**src/rtl/asram_pkg.sv**
```systemverilog
`timescale 1ns/1ps
package asram_pkg;

    typedef enum logic [2:0] {
        ST_IDLE,
        ST_WSETUP,
        ST_WPULSE,
        ST_WHOLD,
        ST_RACCESS,
        ST_RTURN
    } asram_state_e;

    // Whole clock cycles covering a time in picoseconds, never below one.
    function automatic int unsigned ps_to_cyc(input int unsigned t_ps, input int unsigned clk_ps);
        int unsigned c;
        c = (t_ps + clk_ps - 1) / clk_ps;
        return (c == 0) ? 1 : c;
    endfunction

    function automatic int unsigned umax(input int unsigned a, input int unsigned b);
        return (a > b) ? a : b;
    endfunction

endpackage

```
**src/rtl/asram_tcnt.sv**
```systemverilog
`timescale 1ns/1ps
// Down counter that times how long the controller stays in a state.
module asram_tcnt #(
    parameter int W = 4
) (
    input  logic         clk,
    input  logic         rst_n,
    input  logic         load,
    input  logic [W-1:0] load_val,
    output logic         done
);
    logic [W-1:0] cnt_q;

    always_ff @(posedge clk or negedge rst_n) begin
        if (!rst_n)
            cnt_q <= '0;
        else if (load)
            cnt_q <= load_val;
        else if (cnt_q != '0)
            cnt_q <= cnt_q - 1'b1;
    end

    assign done = (cnt_q == '0);
endmodule

```
**src/rtl/asram_dq.sv**
```systemverilog
`timescale 1ns/1ps
// Request latch and read-data capture.
module asram_dq #(
    parameter int ADDR_W = 15,
    parameter int DATA_W = 8
) (
    input  logic              clk,
    input  logic              rst_n,
    input  logic              accept,
    input  logic [ADDR_W-1:0] req_addr,
    input  logic [DATA_W-1:0] req_wdata,
    input  logic              capture,
    input  logic [DATA_W-1:0] mem_dq_i,
    output logic [ADDR_W-1:0] addr_q,
    output logic [DATA_W-1:0] wdata_q,
    output logic [DATA_W-1:0] rdata_q,
    output logic              rvalid_q
);
    always_ff @(posedge clk or negedge rst_n) begin
        if (!rst_n) begin
            addr_q  <= '0;
            wdata_q <= '0;
        end else if (accept) begin
            addr_q  <= req_addr;
            wdata_q <= req_wdata;
        end
    end

    always_ff @(posedge clk or negedge rst_n) begin
        if (!rst_n) begin
            rdata_q  <= '0;
            rvalid_q <= 1'b0;
        end else begin
            rvalid_q <= capture;
            if (capture)
                rdata_q <= mem_dq_i;
        end
    end
endmodule

```
**src/rtl/asram_ctl.sv**
```systemverilog
`timescale 1ns/1ps
module asram_ctl
    import asram_pkg::*;
#(
    parameter int unsigned ADDR_W    = 15,
    parameter int unsigned DATA_W    = 8,
    parameter int unsigned CLK_PS    = 8000,
    parameter int unsigned T_WP_PS   = 7000,   // minimum write-strobe width
    parameter int unsigned T_DS_PS   = 5000,   // data setup to strobe end
    parameter int unsigned T_AA_PS   = 10000,  // address/select to data valid
    parameter int unsigned T_OHZ_PS  = 5000    // output-enable high to bus release
) (
    input  logic              clk,
    input  logic              rst_n,
    input  logic              req_valid,
    output logic              req_ready,
    input  logic              req_write,
    input  logic [ADDR_W-1:0] req_addr,
    input  logic [DATA_W-1:0] req_wdata,
    output logic              rsp_valid,
    output logic [DATA_W-1:0] rsp_rdata,
    output logic [ADDR_W-1:0] mem_addr,
    output logic [DATA_W-1:0] mem_dq_o,
    output logic              mem_dq_oe,
    input  logic [DATA_W-1:0] mem_dq_i,
    output logic              mem_ce_n,
    output logic              mem_we_n,
    output logic              mem_oe_n
);
    localparam int unsigned PULSE_CYC = umax(ps_to_cyc(T_WP_PS, CLK_PS), ps_to_cyc(T_DS_PS, CLK_PS));
    localparam int unsigned ACC_CYC   = ps_to_cyc(T_AA_PS, CLK_PS);
    localparam int unsigned TURN_CYC  = ps_to_cyc(T_OHZ_PS, CLK_PS);
    localparam int unsigned MAX_CYC   = umax(PULSE_CYC, umax(ACC_CYC, TURN_CYC));
    localparam int unsigned CW        = (MAX_CYC < 2) ? 1 : $clog2(MAX_CYC);

    asram_state_e state_q, state_d;
    logic          accept, capture;
    logic          cnt_load, cnt_done;
    logic [CW-1:0] cnt_val;
    logic [ADDR_W-1:0] addr_q;
    logic [DATA_W-1:0] wdata_q;

    asram_tcnt #(.W(CW)) tcnt_i (
        .clk      (clk),
        .rst_n    (rst_n),
        .load     (cnt_load),
        .load_val (cnt_val),
        .done     (cnt_done)
    );

    asram_dq #(.ADDR_W(ADDR_W), .DATA_W(DATA_W)) dq_i (
        .clk       (clk),
        .rst_n     (rst_n),
        .accept    (accept),
        .req_addr  (req_addr),
        .req_wdata (req_wdata),
        .capture   (capture),
        .mem_dq_i  (mem_dq_i),
        .addr_q    (addr_q),
        .wdata_q   (wdata_q),
        .rdata_q   (rsp_rdata),
        .rvalid_q  (rsp_valid)
    );

    // State register
    always_ff @(posedge clk or negedge rst_n) begin
        if (!rst_n)
            state_q <= ST_IDLE;
        else
            state_q <= state_d;
    end

    // Transitions and counter loads
    always_comb begin
        state_d  = state_q;
        accept   = 1'b0;
        capture  = 1'b0;
        cnt_load = 1'b0;
        cnt_val  = '0;
        unique case (state_q)
            ST_IDLE: begin
                if (req_valid) begin
                    accept = 1'b1;
                    if (req_write) begin
                        state_d = ST_WSETUP;
                    end else begin
                        state_d  = ST_RACCESS;
                        cnt_load = 1'b1;
                        cnt_val  = CW'(ACC_CYC - 1);
                    end
                end
            end
            ST_WSETUP: begin
                state_d  = ST_WPULSE;
                cnt_load = 1'b1;
                cnt_val  = CW'(PULSE_CYC - 1);
            end
            ST_WPULSE: begin
                if (cnt_done)
                    state_d = ST_WHOLD;
            end
            ST_WHOLD: begin
                state_d = ST_IDLE;
            end
            ST_RACCESS: begin
                if (cnt_done) begin
                    capture  = 1'b1;
                    state_d  = ST_RTURN;
                    cnt_load = 1'b1;
                    cnt_val  = CW'(TURN_CYC - 1);
                end
            end
            ST_RTURN: begin
                if (cnt_done)
                    state_d = ST_IDLE;
            end
            default: state_d = ST_IDLE;
        endcase
    end

    // Memory-side outputs decoded from the registered state
    always_comb begin
        req_ready = 1'b0;
        mem_ce_n  = 1'b1;
        mem_we_n  = 1'b1;
        mem_oe_n  = 1'b1;
        mem_dq_oe = 1'b0;
        unique case (state_q)
            ST_IDLE:    req_ready = 1'b1;
            ST_WSETUP:  begin mem_ce_n = 1'b0; mem_dq_oe = 1'b1; end
            ST_WPULSE:  begin mem_ce_n = 1'b0; mem_we_n = 1'b0; mem_dq_oe = 1'b1; end
            ST_WHOLD:   begin mem_ce_n = 1'b0; mem_dq_oe = 1'b1; end
            ST_RACCESS: begin mem_ce_n = 1'b0; mem_oe_n = 1'b0; end
            ST_RTURN:   ;
            default:    ;
        endcase
    end

    assign mem_addr = addr_q;
    assign mem_dq_o = wdata_q;
endmodule

```
**config.mk**
```make
export PLATFORM = sky130hd
export DESIGN_NAME = asram_ctl
export DESIGN_NICKNAME = d
export VERILOG_FILES = /design/src/rtl/asram_pkg.sv /design/src/rtl/asram_tcnt.sv /design/src/rtl/asram_dq.sv /design/src/rtl/asram_ctl.sv
export SDC_FILE = /design/constraint.sdc
export NUM_CORES = 1
export LEC_CHECK = 0
export BUFFER_PORTS_ARGS = -buffer_cell sky130_fd_sc_hd__clkbuf_2
export CORE_MARGIN = 1
export CORE_UTILIZATION = 27
export CTS_BUF_LIST = sky130_fd_sc_hd__clkbuf_8
export DETAILED_ROUTE_END_ITERATION = 8
export PLACE_DENSITY_LB_ADDON = 0.1
export RECOVER_POWER = 25
export SYNTH_ARGS = -nofsm -noshare
export SYNTH_HDL_FRONTEND = slang
export SYNTH_SLANG_ARGS = --single-unit
```
**constraint.sdc**
```tcl
create_clock -name clk -period 1.7 [get_ports clk]
set_clock_uncertainty 0.1 [all_clocks]
set_input_delay 0.17 -clock clk [delete_from_list [all_inputs] [get_ports clk]]
set_output_delay 0.17 -clock clk [all_outputs]
set_load 0.02 [all_outputs]
```
# Word level (Yosys, flattened, before mapping)
# Cells that the tools add are included.
dict set report totals {
  out_inout_bits 37
  regBits 36
  wordCells 41
  in_bits 35
}
dict set report classes {
  n_eq_ne 9
  n_reduce_logical 4
  n_addsub 1
  n_mux 21
}
# operator count
set ops {}
lappend ops {{$mux W3} 5}
lappend ops {{$pmux W3 S5} 1}
lappend ops {{$mux W1} 14}
lappend ops {{$ne A2 B2 Y1 const B} 4}
lappend ops {{$eq A3 B2 Y1 const B} 2}
lappend ops {{$eq A3 B3 Y1 const B} 2}
lappend ops {{$reduce_and A4 Y1} 1}
lappend ops {{$reduce_or A4 Y1} 1}
lappend ops {{$eq A3 B1 Y1 const B} 1}
lappend ops {{$logic_not A3 Y1} 1}
lappend ops {{$pmux W1 S3} 1}
lappend ops {{$reduce_or A3 Y1} 1}
lappend ops {{$sub A1 B1 Y1 const B} 1}

# Logic depth before layout (Yosys ltp)
# Gate-level depths: netlist of the first run.
dict set report logic_depth {
  depth_word 4
  depth_mapped 6
  depth_no_buf 3
}

# Cells and area by module
# From an unflattened synthesis of the first run, not the netlist that was laid out.
dict set report unflattened {
  cells_unflattened 98
  area_unflattened_um2 1481.4
}
# mod n_inst area_per_inst_um2 cells_per_inst seq_area_each_um2
set by_module_without_submodules {}
lappend by_module_without_submodules {asram_dq 1 1177.4 66 800.8}
lappend by_module_without_submodules {asram_ctl 1 269.0 29 75.1}
lappend by_module_without_submodules {asram_tcnt 1 35.0 3 25.0}

# Worst setup path before layout of the first run
# OpenSTA, ideal clock, no wires.
dict set report synth_timing {
  path_kind {reg-to-reg}
  from {register state_q[0]}
  to {register dq_i.addr_q[12]}
  synth_period_minus_slack_ps 1836
  setup_time_ps 125
  path_slack_ps -136
  arrival_ps 1611
  required_ps 1475
  stages_incl_launch_ff 7
  cell_sequence {dfrtp_1 > buf_6 > nor3_2 > and2_1 > buf_4 > buf_6 > mux2_2}
}
dict set report synth_via {
  elab_chain_len 2
}
# element line_no
set synth_lines {}
lappend synth_lines {{start: declaration} asram_ctl.sv:36} ;# asram_state_e state_q, state_d;
lappend synth_lines {{start signal: assignment} asram_ctl.sv:70} ;# state_q <= state_d;
lappend synth_lines {{$logic_not A3 Y1} asram_ctl.sv:80} ;# unique case (state_q)
lappend synth_lines {{$mux W1} asram_ctl.sv:80}
lappend synth_lines {{end signal: assignment} asram_dq.sv:24} ;# addr_q <= req_addr;
lappend synth_lines {{end: declaration} asram_dq.sv:14} ;# output logic [ADDR_W-1:0] addr_q,
# Every way passes these cells.
# A chain may end at the register's enable or synchronous reset.

# Final worst setup path of the first run
dict set report layout_timing {
  from {register state_q[2]}
  to {register dq_i.rdata_q[1]}
}
dict set report layout_via {
  elab_chain_len 2
}
# element line_no
set layout_lines {}
lappend layout_lines {{$eq A3 B3 Y1} asram_ctl.sv:80}
lappend layout_lines {{$mux W1} asram_ctl.sv:80}
lappend layout_lines {{net capture} asram_ctl.sv:37} ;# logic accept, capture;
lappend layout_lines {{end signal: assignment} asram_dq.sv:36} ;# rdata_q <= mem_dq_i;
lappend layout_lines {{end: declaration} asram_dq.sv:16} ;# output logic [DATA_W-1:0] rdata_q,
# The timed path passes the listed nets, and every way through them passes these cells.

==> summary.txt, run 1 <==
Yosys
  – Sequential element share of the synthesized area: 0.6170
  – Synthesized instance count: 95
  – Post-synth EDFFs: 0
  – Post-synth top area cell: dfrtp_1
  – Cell variety after synth: 22
  – Synth Cell Area: 1460 sq um
  – Synth Warn #: 0
  – Mean Syn Cell Area: 15.37 sq um
  – Primary FF master, synth: dfrtp_1
  – Synth top area share: 0.6170
  – Asr flop ratio synth: 1.000
  – Yosys reg bits: 36
  – Syn_nets: 130
  – Synth top area cells: dfrtp_1 (62%), mux2_2 (19%), mux2_1 (4.6%), buf_6 (2.3%), buf_4 (1.5%)

Clocking
  – Root buf cell: clkbuf_8
  – Clock tree buffer depth: 2
  – Post-CTS setup repair buffer count: 0
  – CTS Buf Count: 5
  – CTS tree: yes
  – CTS clk-pin slew, worst paths: 0.07 ns
  – CTS Sinks: 36
  – Worst-skew pair later-pin latency: 0.27 ns
  – H-Tree Depth: 2

Timing
  – Worst setup margin: 0.07013 ns
  – Hold slack: 0.01501 ns
  – Slew Limit Fails: 0
  – Final setup vio count: 0
  – Highest clock rate: 0.6135 GHz
  – Period Utilization, post-route: 0.9587
  – RSZ-0062 raised after global routing: no
  – Final hold vios: 0
  – Worst slew pin tran: 0.8792 ns
  – Crit path time final: 1.630 ns
  – Setup TNS: 0 ns
  – Slew margin rel.: 0.4139

Global routing
  – Tot GR Track Use: 0.1163
  – First-pass GRT wire length: 4.850 mm
  – GR Overflow Total: 0
  – Number of global-route vias before repair: 1088
  – Initial antenna violation count: 0
  – Largest net degree at the start of global routing: 37

Power
  – Leakage: 1.075 nW
  – Peak VDD IR: 1.157 mV
  – Total power: 0.004632 W
  – PwrDens: 2178 nW/um^2

Finish
  – Syn-to-layout area delta: 45.67%
  – Nets@finish: 209
  – Most frequent cells in the layout: clkbuf_2 (72), dfrtp_1 (36), mux2_4 (20)
  – Layout cell share with drive strength beyond 1: 0.6857
  – Most common cell after layout, fill and taps aside: clkbuf_2
  – Design Area, Final: 2127 sq um
  – N_diodes: 0

Critical path
  – Crit path DAT: 1.70 ns
  – Req. time, crit path: 1.77 ns
  – Critical Path Fanout Max: 9
  – Critical path class: register to register
  – Crit path launch type: register
  – Setup crit end kind: register

Routing
  – Iter 0 DRT Violations: 16
  – Routed len/inst: 13.18 um
  – Vias/cell: 4.245
  – WL final: 3.230 mm
  – Vias: 1040
  – Pre-antenna DRT Iters: 4
  – DRC: 0
  – Antenna viol nets, final: 0

Placed design
  – HPWL after detailed placement: 2.277 mm
  – Post-DP Area: 1978 sq um
  – Routability cong.: 0.7687
  – Placement Setup Slack: 0.05713 ns
  – I/O Buffers: 71

Floorplanning
  – Cell row count: 26
  – Die height: 75.54 um
  – I/O Pins: 72
  – Chip Width: 75.54 um
  – Core Box Area: 5172 sq um
  – Full die area: 5706 sq um
  – Initial Utilization: 0.2823

Hold path
  – Hold/Removal Path Class: primary input to register

Job
  – Max_cap viols: 0

Run status
  – Outcome: complete, no violations
## Yosys cell counts, drive strengths merged (2+ instances only)
| cell | count |
|---|---|
| dfrtp | 36 |
| nand2 | 2 |
| buf | 6 |
| mux2 | 31 |
| xnor2 | 2 |
| nor2 | 5 |
## layer usage
metal	wire, um	track usage
met1	1375	0.1241
met5	0	0
met4	45	0.04321
met3	237	0.04894
met2	1571	0.2054
## worst max-delay path, stage by stage (launching register included)
cell,delay (ns)
dfrtp_1,0.45
or3b_4,0.45
nor2_8,0.17
mux2_2,0.36
## layout make-up
cell class	instances	area, sq um
Sequential cell	36	900.9
Timing Repair Buffer	78	437.9
Clock buffer	5	68.82
Clock inverter	3	38.79
Inverter	1	3.754
Tap cell	70	87.58
Fill cell	513	3045
Multi-Input combinational cell	52	589.3
## registers in the layout (all words and copies together) (netlist names)
register,cells
tcnt_i.cnt_q,1
dq_i.wdata_q,8
dq_i.addr_q,15
state_q,3
dq_i.rvalid_q,1
dq_i.rdata_q,8
## cell families after synthesis
group / count (synthesis) / share of synthesized area
buffers and inverters: 7 / 0.04113
xor gates and xnor gates: 2 / 0.01200
DFF: 36 / 0.6170
AOI/OAI and AO/OA: 4 / 0.01799
muxes: 31 / 0.2391
and+or+nand+nor: 15 / 0.07285
## final timing paths
kind                            startpoint              end  slack (ns)  cells after the start
max                             state_q[2]  dq_i.rdata_q[1]        0.07                      3
min                            req_addr[5]   dq_i.addr_q[5]        0.02                      2
max reg2reg                     state_q[2]  dq_i.rdata_q[1]        0.07                      3
min reg2reg                dq_i.rdata_q[2]  dq_i.rdata_q[2]        0.41                      1
max in group asynchronous            rst_n       state_q[1]        0.43                      3
min in group asynchronous            rst_n  dq_i.wdata_q[4]        0.52                      3
## through the flow
stage,util,instances
after floorplan,-,95
after global placement,0.3824,235
after detailed placement,0.3824,235
after CTS,0.4057,244
after global routing,0.4112,245
final,0.4112,245
## what timing repair did
item | 4_1_cts | 5_1_grt
hold buffers | 1 | 0
gates cloned | 0 | 1
gates resized for setup | 1 | 2
endpoints found under the hold margin | 36 | 0
endpoints found under the setup margin | 1 | 2
## report_power, final
part	total (W)	switching, W	internal (W)
registers	0.00155	0.000258	0.00129
logic	0.00237	0.00122	0.00114
clock network	0.000718	0.000289	0.000429
total	0.00463	0.00177	0.00286
Power figures use the tool's default switching activity.
==> run 2, diff against run 1 <==
==> constraint.sdc (replaced) <==
create_clock -name clk -period 2 [get_ports clk]
set_clock_uncertainty 0.1 [all_clocks]
set_input_delay 0.2 -clock clk [delete_from_list [all_inputs] [get_ports clk]]
set_output_delay 0.2 -clock clk [all_outputs]
set_load 0.02 [all_outputs]
==> summary.txt, run 2 (synthesis gave the netlist of run 1 again) <==
Routing
  – Antenna viol nets, final: 0
  – DRC: 0
  – Pre-antenna DRT Iters: 4
  – Vias/cell: 4.175
  – Vias: 1002
  – Routed len/inst: 11.91 um
  – WL final: 2.859 mm
  – Iter 0 DRT Violations: 31

Finish
  – Most frequent cells in the layout: clkbuf_2 (63), dfrtp_1 (36), mux2_2 (25)
  – Final design utilization: 0.3774
  – Most common cell after layout, fill and taps aside: clkbuf_2
  – N_diodes: 0
  – Largest registers: dq_i.addr_q: 15 flops, dq_i.rdata_q: 8 flops, dq_i.wdata_q: 8 flops
  – Reg area: 900.9 sq um
  – Largest register FFs: 15
  – Largest Register: dq_i.addr_q
  – Layout cell share with drive strength beyond 1: 0.5824
  – Design Area, Final: 1952 sq um
  – Footprint of the multi-input gates: 499.2 sq um
  – Fill cells: 515
  – Syn-to-layout area delta: 33.68%
  – Nets@finish: 205

Hold path
  – Hold/Removal Path Class: primary input to register
  – Hold path startpoint: req_wdata[4]
  – Worst Hold Depth: 2
  – Hold EP: dq_i.wdata_q[4]

Critical path
  – Worst r2r dst: dq_i.rdata_q[7]
  – RR Startpoint: state_q[2]
  – Crit path DAT: 1.42 ns
  – Reg2reg path depth: 3
  – Flop2flop setup slack: 0.29 ns
  – Setup crit end kind: output port
  – Crit path launch type: register
  – Req. time, crit path: 1.70 ns
  – Critical Path Fanout Max: 10
  – Critical path class: register to output port

Clocking
  – H-Tree Depth: 2
  – Clock tree buffer depth: 2
  – Post-CTS setup repair buffer count: 0
  – Worst-skew pair later-pin latency: 0.27 ns
  – CTS tree: yes
  – Post-CTS Resized: 0
  – Root buf cell: clkbuf_8
  – CTS Buf Count: 5
  – CTS Sinks: 36
  – CTS clk-pin slew, worst paths: 0.07 ns

Global routing
  – Number of global-route vias before repair: 994
  – Largest net degree at the start of global routing: 24
  – First-pass GRT wire length: 4.429 mm
  – GR Overflow Total: 0
  – Tot GR Track Use: 0.1065
  – Initial antenna violation count: 0

Power
  – Clock network power share: 0.136
  – PwrDens: 1759 nW/um^2
  – Comb pwr share: 0.478
  – Cell-internal power: 0.002037 W
  – Total power: 0.003433 W
  – Peak VDD IR: 0.6338 mV
  – Portion of total power attributed to sequential cells: 0.386
  – Leakage: 0.9388 nW
  – Psw: 0.001396 W
  – Sw frac: 0.4068

Timing
  – Hold slack: 0.03709 ns
  – Final setup vio count: 0
  – Slew margin rel.: 0.3403
  – Final hold vios: 0
  – Slew Limit Fails: 0
  – Crit path time final: 1.721 ns
  – RSZ-0062 raised after global routing: no
  – Worst slew pin tran: 0.9896 ns
  – Highest clock rate: 0.5812 GHz
  – Period Utilization, post-route: 0.8603
  – Setup TNS: 0 ns

Run status
  – Outcome: complete, no violations

Floorplanning
  – Initial Utilization: 0.2823
  – Chip Width: 75.54 um
  – Cell row count: 26
  – Core Box Area: 5172 sq um
  – Die height: 75.54 um
  – Full die area: 5706 sq um
  – I/O Pins: 72

Placed design
  – I/O Buffers: 71
  – Post-DP Area: 1874 sq um
  – Routability cong.: 0.7558
  – HPWL after detailed placement: 2.151 mm

Job
  – Max_cap viols: 0
## run 2: changes by cell type in the layout (fill, tap and decap cells not counted), moves of 2 or more
cell and delta:
buf_4 -2, mux2_4 -20, mux2_1 +6, clkbuf_2 -9, clkbuf_1 +8, mux2_2 +14
## run 2: power groups by stage
stage / Sequential [W] / Combinational (W) / Clock, W
3_5_place_dp: 0.00134 / 0.00169 / 0
5_1_grt: 0.00138 / 0.00179 / 0.000525
3_3_place_gp: 0.00132 / 0.00167 / 0
4_1_cts: 0.00133 / 0.00169 / 0.000497
6_report: 0.00133 / 0.00164 / 0.000466
2_1_floorplan: 0.00168 / 0.000829 / 0
## run 2: per-stage QoR
step                instances  setup WS [ns]
global route              240         0.2182
detailed placement        232         0.2863
floorplan                  95         0.1640
finish                    240         0.2793
CTS                       240         0.2693
global placement          232         0.3355
## run 2: what timing repair did
action / in CTS / in global routing
hold endpoints to repair: 18 / 0
endpoints found under the setup margin: 0 / 0
hold buffers: 1 / 0
## run 2: routing by layer
layer  vias to the layer above  part of all wire  track usage
li1                        477                 -            -
met1                       477              0.43       0.1175
met5                         -                 0            0
met2                        46              0.49       0.1865
met4                         0            0.0073      0.04321
met3                         2             0.076      0.03836
## run 2: how the worst max path moves through the flow
stage,end,slack [ns],cells after the start,startpoint
finish,mem_oe_n,0.28,2,state_q[2]
global route,mem_oe_n,0.22,2,state_q[2]
CTS,mem_oe_n,0.27,2,state_q[2]
detailed placement,dq_i.rdata_q[4],0.29,3,state_q[2]
global placement,dq_i.rdata_q[5],0.34,3,state_q[2]
floorplan,dq_i.addr_q[12],0.16,6,state_q[0]
## run 2: layout make-up
type	instances	area share
multi-input combinational	52	0.2558
sequential	36	0.4615
clock buffer	5	0.03526
clock inverter	2	0.004487
timing repair buffer	74	0.1962
inverter	1	0.001923
tap	70	0.04487
## run 2: worst max-delay path: stages (launching register included)
cell      delay [ns]
dfrtp_1         0.51
or3b_4          0.46
clkbuf_2        0.18
==> run 3, diff against run 2 <==
--- a/config.mk
+++ b/config.mk
@@ -6,6 +6,8 @@
 export NUM_CORES = 1
 export LEC_CHECK = 0
 export BUFFER_PORTS_ARGS = -buffer_cell sky130_fd_sc_hd__clkbuf_2
+export CELL_PAD_IN_SITES_DETAIL_PLACEMENT = 0
+export CELL_PAD_IN_SITES_GLOBAL_PLACEMENT = 1
 export CORE_MARGIN = 1
 export CORE_UTILIZATION = 27
 export CTS_BUF_LIST = sky130_fd_sc_hd__clkbuf_8
==> summary.txt, run 3 (synthesis gave the netlist of run 1 again) <==
Run status
  – Outcome: complete, no violations

Finish
  – Largest Register: dq_i.addr_q
  – N_diodes: 0
  – Syn-to-layout area delta: 31.70%
  – Largest registers: dq_i.addr_q: 15 flops, dq_i.rdata_q: 8 flops, dq_i.wdata_q: 8 flops
  – Final Non-Filler Cells: 239
  – Layout cell share with drive strength beyond 1: 0.4793
  – Most frequent cells in the layout: clkbuf_2 (46), dfrtp_1 (36), mux2_2 (25), clkbuf_1 (25), mux2_1 (6)
  – Nets@finish: 204
  – Most common cell after layout, fill and taps aside: clkbuf_2
  – Largest register FFs: 15
  – Fill cells: 540

Hold path
  – Hold EP: dq_i.addr_q[11]
  – Worst Hold Depth: 2
  – Hold/Removal Path Class: primary input to register
  – Hold path startpoint: req_addr[11]

Job
  – Max_cap viols: 0

Global routing
  – Tot GR Track Use: 0.1071
  – Initial antenna violation count: 0
  – GR Overflow Total: 0
  – First-pass GRT wire length: 4.381 mm
  – Largest net degree at the start of global routing: 37
  – Number of global-route vias before repair: 957

Critical path
  – Crit path cell chain: or3b_4, clkbuf_2
  – Crit path DAT: 1.43 ns
  – Critical path class: register to output port
  – Largest delay share family, worst path: flip-flops
  – CP startpoint: state_q[2]
  – CP bufs+invs: 1
  – Max stage delay cell, worst path: dfrtp_1
  – RR Startpoint: state_q[2]
  – Flop2flop setup slack: 0.28 ns
  – Req. time, crit path: 1.70 ns
  – Critical Path Fanout Max: 10
  – Setup crit end kind: output port
  – Worst r2r dst: dq_i.rdata_q[3]
  – Crit path launch type: register
  – Reg2reg path depth: 3
  – Worst path max stage delay: 0.50 ns

Clocking
  – Worst-skew pair later-pin latency: 0.28 ns
  – CTS Buf Count: 5
  – CTS clk-pin slew, worst paths: 0.07 ns
  – Post-CTS Resized: 0
  – Clock tree buffer depth: 2
  – CTS tree: yes
  – Root buf cell: clkbuf_8
  – CTS Sinks: 36
  – H-Tree Depth: 2

Routing
  – WL final: 2.988 mm
  – Routed len/inst: 12.50 um
  – Vias/cell: 4.297
  – Antenna viol nets, final: 0
  – Pre-antenna DRT Iters: 4
  – Iter 0 DRT Violations: 33
  – Vias: 1027
  – DRC: 0

Floorplanning
  – Full die area: 5706 sq um
  – Core Box Area: 5172 sq um
  – Cell row count: 26
  – Initial Utilization: 0.2823
  – I/O Pins: 72
  – Die height: 75.54 um
  – Chip Width: 75.54 um

Timing
  – Worst setup margin: 0.2746 ns
  – Final setup vio count: 0
  – RSZ-0062 raised after global routing: no
  – Highest clock rate: 0.5796 GHz
  – Final hold vios: 0
  – Worst slew pin tran: 0.8916 ns
  – Setup TNS: 0 ns
  – Period Utilization, post-route: 0.8627
  – Slew Limit Fails: 0
  – Slew margin rel.: 0.4056
  – Crit path time final: 1.725 ns

Power
  – Peak VDD IR: 0.6807 mV
  – PwrDens: 1759 nW/um^2
  – Leakage: 0.8830 nW

Placed design
  – Routability cong.: 0.8355
  – Placement Setup Slack: 0.2847 ns
  – Placed instance count: 231
  – HPWL after detailed placement: 2.198 mm
  – I/O Buffers: 71
## run 3: cell count changes in the layout (fill, tap and decap cells not counted)
cell / before / now
clkbuf_1: 8 / 25
clkbuf_2: 63 / 46
buf_4: 1 / 0
## run 3: worst reg2reg max path: cells and delay by family (launching register included)
family           cells  cell delay, ns
flip-flops           1            0.50
AND/OR/NAND/NOR      2            0.63
multiplexers         1            0.36
## run 3: cell type report
| class | count | area (sq um) | share of cell area |
|---|---|---|---|
| clock buffer | 5 | 68.82 | 0.03578 |
| timing repair buffer | 73 | 354.1 | 0.1841 |
| inverter | 1 | 3.754 | 0.001952 |
| clock inverter | 2 | 8.758 | 0.004554 |
| tap | 70 | 87.58 | 0.04554 |
| sequential | 36 | 900.9 | 0.4684 |
| multi-input combinational | 52 | 499.2 | 0.2596 |
## run 3: worst max path at each step
stage,slack [ns],end,cells after the start
after floorplan,0.16,dq_i.addr_q[12],6
after global placement,0.34,dq_i.rdata_q[6],3
after detailed placement,0.28,dq_i.rdata_q[3],3
after CTS,0.26,mem_oe_n,2
after global routing,0.22,mem_oe_n,2
final,0.27,mem_oe_n,2
## run 3: power by group
group	switching, W	total (W)	internal, W	leakage (nW)
clock network	0.000239	0.000470	0.000231	0.0452
logic	0.000930	0.00159	0.000663	0.407
registers	0.000228	0.00132	0.00109	0.431
total	0.00140	0.00338	0.00199	0.883
## run 3: what timing repair did
| action | 4_1_cts | 5_1_grt |
|---|---|---|
| hold endpoints to repair | 36 | 0 |
| buffers inserted | 0 | 0 |
| hold buffers | 1 | 0 |
## run 3: metrics by stage
step / hold slack [ns] / total power (W) / area [sq um] / util
after global routing: 0.01680 / 0.003640 / 1923 / 0.3718
after floorplan: -0.1956 / 0.002510 / 1460 / -
after detailed placement: 0.2808 / 0.003031 / 1867 / 0.3609
final: 0.04406 / 0.003383 / 1923 / 0.3718
after global placement: 0.2653 / 0.002991 / 1867 / 0.3609
after CTS: 0.03308 / 0.003520 / 1954 / 0.3778
## run 3: per-layer routing
metal,global-route usage,part of all wire
met1,0.1166,0.43
met2,0.1776,0.48
met3,0.05026,0.084
met4,0.04938,0.013
met5,0,0
